**config.mk**
```make
export PLATFORM = sky130hd
export DESIGN_NAME = wp_ctrl
export DESIGN_NICKNAME = d
export VERILOG_FILES = /design/src/rtl/wp_pkg.sv /design/src/rtl/wp_cell.sv /design/src/rtl/wp_decide.sv /design/src/rtl/wp_ctrl.sv
export SDC_FILE = /design/constraint.sdc
export NUM_CORES = 1
export LEC_CHECK = 0
export BUFFER_PORTS_ARGS = -buffer_cell sky130_fd_sc_hd__clkbuf_2
export CAP_MARGIN = 10
export CORE_AREA = 3 3 143 145
export CTS_CLUSTER_DIAMETER = 100
export DETAILED_ROUTE_END_ITERATION = 8
export DIE_AREA = 0 0 146 148
export GPL_ROUTABILITY_DRIVEN = 0
export PLACE_DENSITY = 0.75
export SYNTH_ARGS = -nofsm -noshare
export SYNTH_HDL_FRONTEND = slang
export SYNTH_HIERARCHICAL = 1
export SYNTH_SLANG_ARGS = --single-unit
```
**constraint.sdc**
```tcl
create_clock -name clk -period 6.7 [get_ports clk]
set_input_delay 1.005 -clock clk [delete_from_list [all_inputs] [get_ports clk]]
set_output_delay 1.005 -clock clk [all_outputs]
set_load 0.02 [all_outputs]
```
**src/rtl/wp_pkg.sv**
```systemverilog
package wp_pkg;
  typedef enum logic [1:0] {
    OP_LOCK   = 2'b00,
    OP_UNLOCK = 2'b01,
    OP_LDOWN  = 2'b10,
    OP_SECURE = 2'b11
  } wp_op_e;

  typedef enum logic [1:0] {
    ST_OPEN   = 2'b00,
    ST_LOCKED = 2'b01,
    ST_LDOWN  = 2'b11
  } wp_st_e;
endpackage

```
**src/rtl/wp_cell.sv**
```systemverilog
module wp_cell
  import wp_pkg::*;
(
  input  logic   clk,
  input  logic   rst_n,
  input  logic   sel,
  input  wp_op_e op,
  output wp_st_e cur,
  output wp_st_e nxt
);
  // One block's level; lock-down is only left through reset.
  always_comb begin
    nxt = cur;
    if (sel) begin
      case (op)
        OP_LOCK:   if (cur != ST_LDOWN) nxt = ST_LOCKED;
        OP_UNLOCK: if (cur != ST_LDOWN) nxt = ST_OPEN;
        OP_LDOWN:  nxt = ST_LDOWN;
        default:   nxt = cur;
      endcase
    end
  end

  always_ff @(posedge clk) begin
    if (!rst_n) cur <= ST_LOCKED;
    else        cur <= nxt;
  end
endmodule

```
**src/rtl/wp_decide.sv**
```systemverilog
module wp_decide
  import wp_pkg::*;
(
  input  wp_st_e st,
  input  logic   idx_ok,
  input  logic   vpp_low,
  input  logic   is_sec,
  input  logic   perm,
  output logic   permit
);
  always_comb begin
    permit = idx_ok && !vpp_low && (st == ST_OPEN) && !(is_sec && perm);
  end
endmodule

```
**src/rtl/wp_ctrl.sv**
```systemverilog
module wp_ctrl
  import wp_pkg::*;
#(
  parameter int NUM_BLOCKS = 71,
  parameter int SEC_BLOCK  = 0,
  parameter int IDX_W      = $clog2(NUM_BLOCKS)
) (
  input  logic             clk,
  input  logic             rst_n,
  input  logic             por_n,
  input  logic             cmd_valid,
  output logic             cmd_ready,
  input  logic [1:0]       cmd_op,
  input  logic [IDX_W-1:0] cmd_idx,
  output logic             cmd_err,
  input  logic             vpp_low,
  input  logic             chk_valid,
  input  logic [IDX_W-1:0] chk_idx,
  output logic             rsp_valid,
  output logic             rsp_permit,
  output logic             rsp_err,
  input  logic [IDX_W-1:0] rd_idx,
  output logic [1:0]       rd_state,
  output logic             sec_perm
);
  localparam logic [IDX_W-1:0] SEC_IDX = IDX_W'(SEC_BLOCK);

  logic   run_n;
  logic   cmd_fire;
  logic   cmd_ok, chk_ok, rd_ok;
  wp_op_e op;
  logic   perm_q, perm_nxt;
  wp_st_e cur_st [NUM_BLOCKS];
  wp_st_e nxt_st [NUM_BLOCKS];
  wp_st_e chk_st;
  logic   permit_c;

  assign run_n     = rst_n & por_n;
  assign cmd_ready = run_n;
  assign cmd_fire  = cmd_valid & cmd_ready;
  assign op        = wp_op_e'(cmd_op);
  assign cmd_ok    = int'(cmd_idx) < NUM_BLOCKS;
  assign chk_ok    = int'(chk_idx) < NUM_BLOCKS;
  assign rd_ok     = int'(rd_idx)  < NUM_BLOCKS;

  for (genvar g = 0; g < NUM_BLOCKS; g++) begin : g_blk
    logic sel;
    assign sel = cmd_fire && cmd_ok && (op != OP_SECURE) && (cmd_idx == IDX_W'(g));
    wp_cell u_cell (
      .clk  (clk),
      .rst_n(run_n),
      .sel  (sel),
      .op   (op),
      .cur  (cur_st[g]),
      .nxt  (nxt_st[g])
    );
  end

  // Permanent bit: write-once, only the power-on reset clears it.
  assign perm_nxt = perm_q | (cmd_fire && op == OP_SECURE);
  always_ff @(posedge clk) begin
    if (!por_n) perm_q <= 1'b0;
    else        perm_q <= perm_nxt;
  end
  assign sec_perm = perm_q;

  // Checks look at the post-command state so a change applies immediately.
  assign chk_st = chk_ok ? nxt_st[chk_idx] : ST_LOCKED;

  wp_decide u_decide (
    .st     (chk_st),
    .idx_ok (chk_ok),
    .vpp_low(vpp_low),
    .is_sec (chk_idx == SEC_IDX),
    .perm   (perm_nxt),
    .permit (permit_c)
  );

  always_ff @(posedge clk) begin
    if (!run_n) begin
      rsp_valid  <= 1'b0;
      rsp_permit <= 1'b0;
      rsp_err    <= 1'b0;
      cmd_err    <= 1'b0;
    end else begin
      rsp_valid  <= chk_valid;
      rsp_permit <= chk_valid && permit_c;
      rsp_err    <= chk_valid && !chk_ok;
      cmd_err    <= cmd_fire && (op != OP_SECURE) && !cmd_ok;
    end
  end

  assign rd_state = rd_ok ? cur_st[rd_idx] : ST_LOCKED;
endmodule

```
# Word level (Yosys, flattened, before mapping)

Index checks and enable logic that the tools add are counted.

Memories kept: 0
Logic and storage cells: 613
Input bits: 29
Bits in latches: 0
Output and inout bits: 8
Register bits: 147
Memory bits (read-only): 0
Memory bits (writable): 0

Multiplexer cells: 292
Divide/modulo/power cells: 0
Reduce and logical (&&, ||, !) cells: 90
Eq/ne operators: 145
Shifts and indexed selects: 0
Bitwise gates (word level): 5
Magnitude comparators: 5
Add/sub/neg operators: 0
Multiply operators: 0

Operator list:

| cell               | number |
|---|---|
| $mux 2             | 219 |
| $pmux 2 s3         | 71 |
| $eq 7x6->1 const B | 32 |
| $ne 2x2->1 const B | 72 |
| $eq 7x5->1 const B | 16 |
| $logic_and 1x1->1  | 82 |
| $eq 7x4->1 const B | 8 |
| $eq 7x7->1 const B | 7 |
| $bmux 2 s7         | 2 |
| $eq 7x3->1 const B | 4 |
| $lt 7x7->1 const B | 3 |
| $ge 8x8->1 const B | 2 |
| $not 7->8          | 2 |
| $eq 7x2->1 const B | 2 |
| $logic_not 7->1    | 2 |
| $eq 7x1->1 const B | 1 |
| $eq 2x2->1 const B | 2 |
| $logic_not 1->1    | 4 |
| $logic_not 2->1    | 2 |
| $and 1x1->1        | 2 |
| $eq 2x1->1 const B | 1 |
| $or 1x1->1         | 1 |

# Longest topological paths before layout

Gate-level depths: netlist (run 1).

Depth after elaboration: 14
Gate-level depth with buffers: 17

# Modules after synthesis

The synthesis (run 1) kept the hierarchy.

By module, submodules not included:

| module    | area each (sq um) | cells an instance | sequential area each (sq um) | instances |
|---|---|---|---|---|
| wp_cell   | 96.3              | 12                | 40.0                         | 71 |
| wp_ctrl   | 3188.1            | 352               | 100.1                        | 1 |
| wp_decide | 15.0              | 2                 | 0.0                          | 1 |

# Least setup slack after synthesis (run 1)

OpenSTA, ideal clock, no wires.

Path kind: input -> register
From: input port por_n
To: register rsp_permit
Slack: 56 ps
Arrival: 6586 ps
Required time: 6641 ps
Cell stages on the path: 16
Path buffers: 0
Library setup time: 59 ps
Cells stage by stage: and2_1 -> nand4_1 -> nor3b_1 -> nand3_1 -> nor2_1 -> or3b_1 -> a21oi_2 -> inv_1 -> mux4_2 -> a22oi_1 -> nand2_1 -> a2111oi_0 -> o41ai_1 -> or4b_1 -> a21oi_1 -> and2_1

RTL lines:

| element              | line          | RTL |
|---|---|---|
| start, declared      | wp_ctrl.sv:10 | `input logic por_n,` |
| end signal, assigned | wp_ctrl.sv:87 | `rsp_permit <= chk_valid && permit_c;` |
| end, declared        | wp_ctrl.sv:20 | `output logic rsp_permit,` |

==> results.md, run 1 <==
* WL met2 at between 10000 and 15000 um
* Final setup margin at 1.39 ns
* Count leader, synth: nand2_1
* Tmin final at between 5 and 6 ns
* I/O pins at 37
* DRT Pass-1 Iters at 6
* Worst-path fanout max at 45
* Final setup viols at 0
* RR Startpoint: g_blk[50].u_cell/cur[1]
* Max frequency at approximately 0.19 GHz
* Post-detail-place hpwl at 21000 um
* Initial Utilization at between 50% and 60%
* Grt total ovfl at 0
* Vias per cell at between 6 and 7
* Share of cells above drive strength 1 at ~17%
* Gr usage total at approximately 28%
* H-tree levels at 4
* Overall die height at between 100 and 150 um
* Syn Nets at approximately 1200
* Worst R2R Path Depth at 11
* Hold_buf cts at 0
* Final Cycle Share at approximately four fifths
* Cell Pwr Density at roughly 180 nW/um^2
* I/O Buffers at 36
* Worst EP required at between 7 and 8 ns
* Clk_lat worst skew at about 0.43 ns
* FF-to-FF setup slack at roughly 3.5 ns
* HP Class: reg -> reg
* Root buffer cell: clkbuf_16
* Top cells by area, synth: dfxtp_1 29%, mux4_2 11%, o21ai_0 7.5%, nand2_1 6.3%, a21oi_2 6.2%
* Worst slew pin tran at 1.03 ns
* Setup TNS at 0 ns
* Clk sinks at approximately 150
* Core area at between 15000 and 20000 um^2
* Chip Width at 146 um
* Post-Route Skew at between 0.007 and 0.008 ns
* Post-route antenna net violation count at 0
* Synth Register Bits at 147
* Synthesized area at about 10000 um^2
* Endpoints failing hold at 0
* Seq/Total Area, Yosys at 29.3%
* CTS Buf Count at 17
* Max_slew headroom at 31.5%
* Worst-path cell chain: clkbuf_2 > and2_4 > nand4_1 > nor3b_1 > nand2_1 > nor2_1 > or3b_1 > a21oi_2 > inv_1 > mux4_2 > o22ai_1 > nor4b_1 > nor4_1 > o41ai_1 > or4b_1 > a21oi_1 > and2_1
* Post-synthesis async set-or-reset flop share at 0%
* Worst EP arrival at 5.69 ns
* RSZ-0062 raised after global routing: false
* Max-slew violation count at 0
* Slowest CP cell: nor4_1
* Worst flop-to-flop path endpoint: rsp_permit
* Crit Path Class: in -> reg
* Crit start category: input port
* Place WS at between 1 and 1.5 ns
* Worst setup EP type: flip-flop
* Filler Cell Count at ~1700
* Buffer count from post-CTS setup fixing at 0
* Met1 WL at 12100 um
* Yosys cell types at 54
* Leading area contributor after synthesis: dfxtp_1
* Lkg Pwr at approximately 3.6 nW
* Clk slew on worst S/H paths at around 0.060 ns
* Top Layer Used: met4
* Max Cap Viol at 0
* Peak VDD IR at 0.131 mV
* # diodes at 0
* Met3 wire length at between 3000 and 4000 um
* Hold Path Depth at 2
* Die ar. at about 22000 um^2
* Initial antenna violation count at 0
* Routed via count at just over 9000
* Synthesis Warnings at 6
* # rows at slightly above 50
* Ys flop type: dfxtp_1
* Vias in the first global route at between 9000 and 10000
* Start point of the worst hold path: g_blk[16].u_cell/cur[0]
* Post-synth top area share at about 29%
* Number of synthesized flops with an enable pin at 0
* Mapped Avg Cell Area at about 8.3 um^2
* DRC at 0
* CTS tree: yes
* Total Wirelength at around 30000 um
* CP peak stage delay at between 0.6 and 0.7 ns
* Worst hold margin at just over 0.5 ns
* Worst Hold End: g_blk[16].u_cell/cur[0]
* Synth cell count leaders: 169 x nand2_1, 151 x o21ai_0, 147 x dfxtp_1
* Global-route wire length before repair at 48100 um
* CTS resizes at 0
* Largest net degree at the start of global routing at roughly 110
* Area grow syn2layout at 9.63%
* Status: completed
* Mean routed wirelength per cell at about 20 um
* Clk buf depth at 2
* Nets at roughly 1300
* Drt first-iter violations at 1287
* Synth Instances at around 1200
==> worst max path at each step <==
stage | startpoint | depth (start not counted) | slack [ns] | end
6_report | por_n | 17 | 1.39 | rsp_permit
5_1_grt | por_n | 17 | 1.14 | rsp_permit
3_3_place_gp | por_n | 17 | 1.32 | rsp_permit
3_5_place_dp | por_n | 17 | 1.21 | rsp_permit
2_1_floorplan | por_n | 16 | 0.06 | rsp_permit
4_1_cts | por_n | 17 | 1.66 | rsp_permit
==> worst max-delay path: cells and delay by family <==
kind	cells	cell delay, ns
AOI/OAI and AO/OA	4	0.59
buffers and inverters	2	0.17
muxes	1	0.48
and+or+nand+nor	10	3.43
==> flip-flops by register name, indices dropped and copies added, names as in the netlist <==
register          flops
rsp_permit            1
sec_perm              1
rsp_valid             1
g_blk.u_cell/cur    142
cmd_err               1
rsp_err               1
==> cell usage in the layout (no fill, tap or decap), types with 6 or more instances in the layout <==
cell	Yosys	final
a21boi_0	72	72
a21oi_1	7	7
a21oi_2	71	71
a22oi_1	10	10
buf_4	3	8
clkbuf_16	0	17
clkbuf_2	0	35
clkbuf_8	0	6
dfxtp_1	147	147
inv_1	144	144
mux2_2	9	9
mux2i_1	19	19
mux4_1	13	13
mux4_2	49	49
nand2_1	169	169
nand3_1	12	12
nor2_1	83	83
nor2b_1	82	82
o21ai_0	151	151
or3b_1	71	71
==> final cells by class <==
class,instances,area (um^2),area share (%)
well taps,265,332,3.01
flip-flops and latches,147,2940,26.7
inverters,144,541,4.91
clock inverters,7,72.6,0.659
multi-input cells,879,6380,57.9
repair buffers,43,235,2.14
clock buffers,24,512,4.65
==> through the flow <==
| stage | total power (W) | utilization [%] | instance area [um^2] | cells |
|---|---|---|---|---|
| global placement | 0.00105 | 53.9 | 10400 | 1478 |
| detailed placement | 0.00105 | 53.9 | 10400 | 1478 |
| floorplan | 0.000985 | - | 10000 | 1206 |
| global route | 0.00203 | 56.9 | 11000 | 1509 |
| CTS | 0.00198 | 56.9 | 11000 | 1509 |
| finish | 0.00198 | 56.9 | 11000 | 1509 |
==> power breakdown <==
| group | switching (W) | internal [W] | leakage, nW |
|---|---|---|---|
| clock | 0.000380 | 0.000568 | 0.284 |
| sequential | 0.000000304 | 0.000875 | 1.19 |
| combinational | 0.000108 | 0.0000470 | 2.16 |
| total | 0.000489 | 0.00149 | 3.63 |
==> routing by layer <==
metal | up-vias | GRT usage [%]
li1 | 4287 | -
met1 | 4398 | 35.8
met4 | 0 | 14.4
met2 | 536 | 44.2
met3 | 97 | 7.39
met5 | - | 0
==> logic make-up (layout without fill, tap and decap cells) <==
logic type	Yosys count	count (layout)	share of synthesized area, %
AND/OR/NAND/NOR	453	453	23.8
buffers and inverters	180	218	7.24
multiplexers	91	91	17.4
flip-flops	147	147	29.3
AO/OA/AOI/OAI	335	335	22.2
No activity file was read; power rests on OpenSTA's default activity.
==> inputs of run 2 (changes only) <==
==> constraint.sdc (replaced) <==
create_clock -name clk -period 4.7 [get_ports clk]
set_input_delay 0.705 -clock clk [delete_from_list [all_inputs] [get_ports clk]]
set_output_delay 0.705 -clock clk [all_outputs]
set_load 0.02 [all_outputs]
==> run 2 against run 1 <==
Clock-buffer cell count fell by 2. Sequential share of layout area fell by 1.1 points. Setup slack got worse by 1.2 ns. Combinational power rose by 54%. Non-clock buffer count rose by 54. Critical path depth rose by 1. First-iteration DRC count fell by 24%. Via count rose by 2.2%. Die area did not move. Final area rose by 4.2%. Clock skew rose by 0.0011 ns. Clock power rose by 48%. Largest cell class unchanged. Largest power group unchanged. Highest routed layer unchanged.
==> results.md, run 2 (same netlist as run 1, synthesis figures left out) <==
* Share of cells above drive strength 1 at 20.6% (+3.9 points)
* Post-route antenna net violation count at 0 (unchanged)
* Clk slew on worst S/H paths at 0.06 ns (about the same)
* Final Cell Area at 11500 um^2 (+4.2%)
* Most used cell, CP: buf_4
* Worst-path fanout max at 7 (-84%)
* Clk_lat worst skew at 0.43 ns (about the same)
* Net switching power figure at 0.000704 W (+44%)
* Nets at 1315 (+4.3%)
* Area grow syn2layout at 14.2%
* Crit start category: input port
* Clk sinks at 147 (unchanged)
* Mean routed wirelength per cell at 20.2 um (+0.29%)
* Max Cap Viol at 0 (unchanged)
* Filler Cell Count at 1655 (-3.8%)
* Commonest non-fill, non-tap cells in the layout: 169 x nand2_1, 151 x o21ai_0, 147 x dfxtp_1
* Largest net degree at the start of global routing at 104 (-0.95%)
* Post-detail-place hpwl at 22500 um (+6.8%)
* Worst EP arrival at 4.86 ns (-0.83 ns)
* Max-slew violation count at 0 (unchanged)
* DRT Pass-1 Iters at 6 (unchanged)
* Peak VDD IR at 0.193 mV (+47%)
* I/O pins at 37 (unchanged)
* Post-Route Skew at 0.00836 ns (+0.00108 ns)
* Placed Area at 10800 um^2 (+4.0%)
* Crit Path Class: in -> reg
* # diodes at 0 (unchanged)
* Final setup viols at 0 (unchanged)
* Endpoints failing hold at 0 (unchanged)
* Total Wirelength at 31600 um (+3.9%)
* Max_slew headroom at 29.0% (-2.5 points)
* Max reg flops at 142 (unchanged)
* Reg power frac at 43.2% (-1.0 points)
* Routed via count at 9527 (+2.2%)
* CTS Buf Count at 17 (unchanged)
* Register with the most flip-flops: g_blk.u_cell/cur
* Overall die height at 148 um (unchanged)
* Most common cell after layout, fill and taps aside: nand2_1
* Placed cells at 1531 (+3.6%)
* Die ar. at 21600 um^2 (unchanged)
* Lkg Pwr at 3.91 nW (+7.7%)
* Clock network fraction of total power at 48.6% (+0.7 points)
* Worst EP required at 5.08 ns (-2.00 ns)
* Worst setup EP type: flip-flop
* Root buffer cell: clkbuf_16
* Switching Share at 24.4% (-0.32 points)
* Initial Utilization at 51.9% (unchanged)
* Final Util at 59.3% (+2.4 points)
* Final instance count without filler cells at 1564 (+3.6%)
* Grt total ovfl at 0 (unchanged)
* Core area at 19300 um^2 (unchanged)
* Vias in the first global route at 9188 (+1.4%)
* Cell Pwr Density at 252 nW/um^2 (+40%)
* CTS tree: yes
* Status: completed
* Worst slew pin tran at 1.06 ns (+0.0378 ns)
* Clk buf depth at 2 (unchanged)
* Slowest CP cell: mux4_2
* DRC at 0 (unchanged)
* Vias per cell at 6.09 (-1.4%)
* Max frequency at around 0.22 GHz
* CP peak stage delay at 0.47 ns (-0.20 ns)
* Gr usage total at 28.6% (+0.55 points)
* Cell-internal power at 0.00218 W (+47%)
* Worst-path cell chain: clkbuf_2 > o41ai_2 > and4_2 > buf_4 > nand2_1 > nor2_4 > or3b_1 > a21oi_2 > inv_1 > mux4_2 > o22ai_1 > nor4b_1 > nor4_1 > buf_4 > o41ai_1 > or4b_1 > a21oi_1 > and2_1
* Chip Width at 146 um (unchanged)
* Logic pwr share at 8.2% (+0.3 points)
* H-tree levels at 4 (unchanged)
* Drt first-iter violations at 974 (-24%)
* Tmin final at 4.48 ns
* HP Class: reg -> reg
* I/O Buffers at 36 (unchanged)
* Final Cycle Share at 95.3%
* Setup TNS at 0 ns (unchanged)
* # rows at 51 (unchanged)
* Global-route wire length before repair at 48700 um (+1.3%)
* Initial antenna violation count at 0 (unchanged)
## run 2: cell types whose count changed in the layout (fill, tap and decap cells not counted), moves of 2 or more
| cell | delta |
|---|---|
| clkbuf_8 | -4 |
| clkbuf_1 | +2 |
| clkinv_2 | +3 |
| buf_4 | +54 |
| nor3b_1 | -2 |
| bufinv_16 | +2 |
## run 2: final timing paths
kind	cells after the start	slack [ns]	to	from
min	2	0.50	g_blk[59].u_cell/cur[0]	g_blk[59].u_cell/cur[0]
max	18	0.22	rsp_permit	cmd_idx[5]
max reg2reg	12	1.66	rsp_permit	g_blk[51].u_cell/cur[1]
min reg2reg	2	0.50	g_blk[59].u_cell/cur[0]	g_blk[59].u_cell/cur[0]
## run 2: stage by stage
stage | setup slack, ns | power, W | hold slack [ns]
floorplan | 0.0557 | 0.00140 | 0.460
global route | -0.000985 | 0.00296 | 0.531
global placement | -0.169 | 0.00150 | 0.481
detailed placement | -0.215 | 0.00150 | 0.492
CTS | 0.219 | 0.00289 | 0.507
finish | 0.220 | 0.00289 | 0.505
## run 2: what timing repair did
action,CTS,global route
hold buffers,0,0
setup buffers,0,1
endpoints found under the setup margin,0,1
gates resized for setup,0,5
## run 2: critical path: cells and delay by family
kind,cells,cell delay (ns)
AND/OR/NAND/NOR,8,2.18
AO/OA/AOI/OAI,5,1.00
buffers and inverters,4,0.49
multiplexers,1,0.47
## run 2: metal layers
metal	global-route usage, %	part of all wire (%)
met5	0	0
met4	13.9	4.4
met3	9.04	11
met2	45.1	46
met1	35.9	39
## run 2: power by group through the flow
stage	logic [W]	registers, W	clock network, W
3_5_place_dp	0.000229	0.00128	0
4_1_cts	0.000229	0.00125	0.00141
2_1_floorplan	0.000127	0.00128	0
3_3_place_gp	0.000228	0.00128	0
6_report	0.000238	0.00125	0.00140
5_1_grt	0.000247	0.00125	0.00147
## run 2: area by class of cell
| type | count | area (um^2) | area share (%) |
|---|---|---|---|
| inverter | 144 | 541 | 4.71 |
| timing repair buffer | 97 | 641 | 5.58 |
| clock inverter | 10 | 131 | 1.15 |
| sequential | 147 | 2940 | 25.7 |
| tap | 265 | 332 | 2.89 |
| multi-input combinational | 879 | 6420 | 56.0 |
| clock buffer | 22 | 464 | 4.05 |
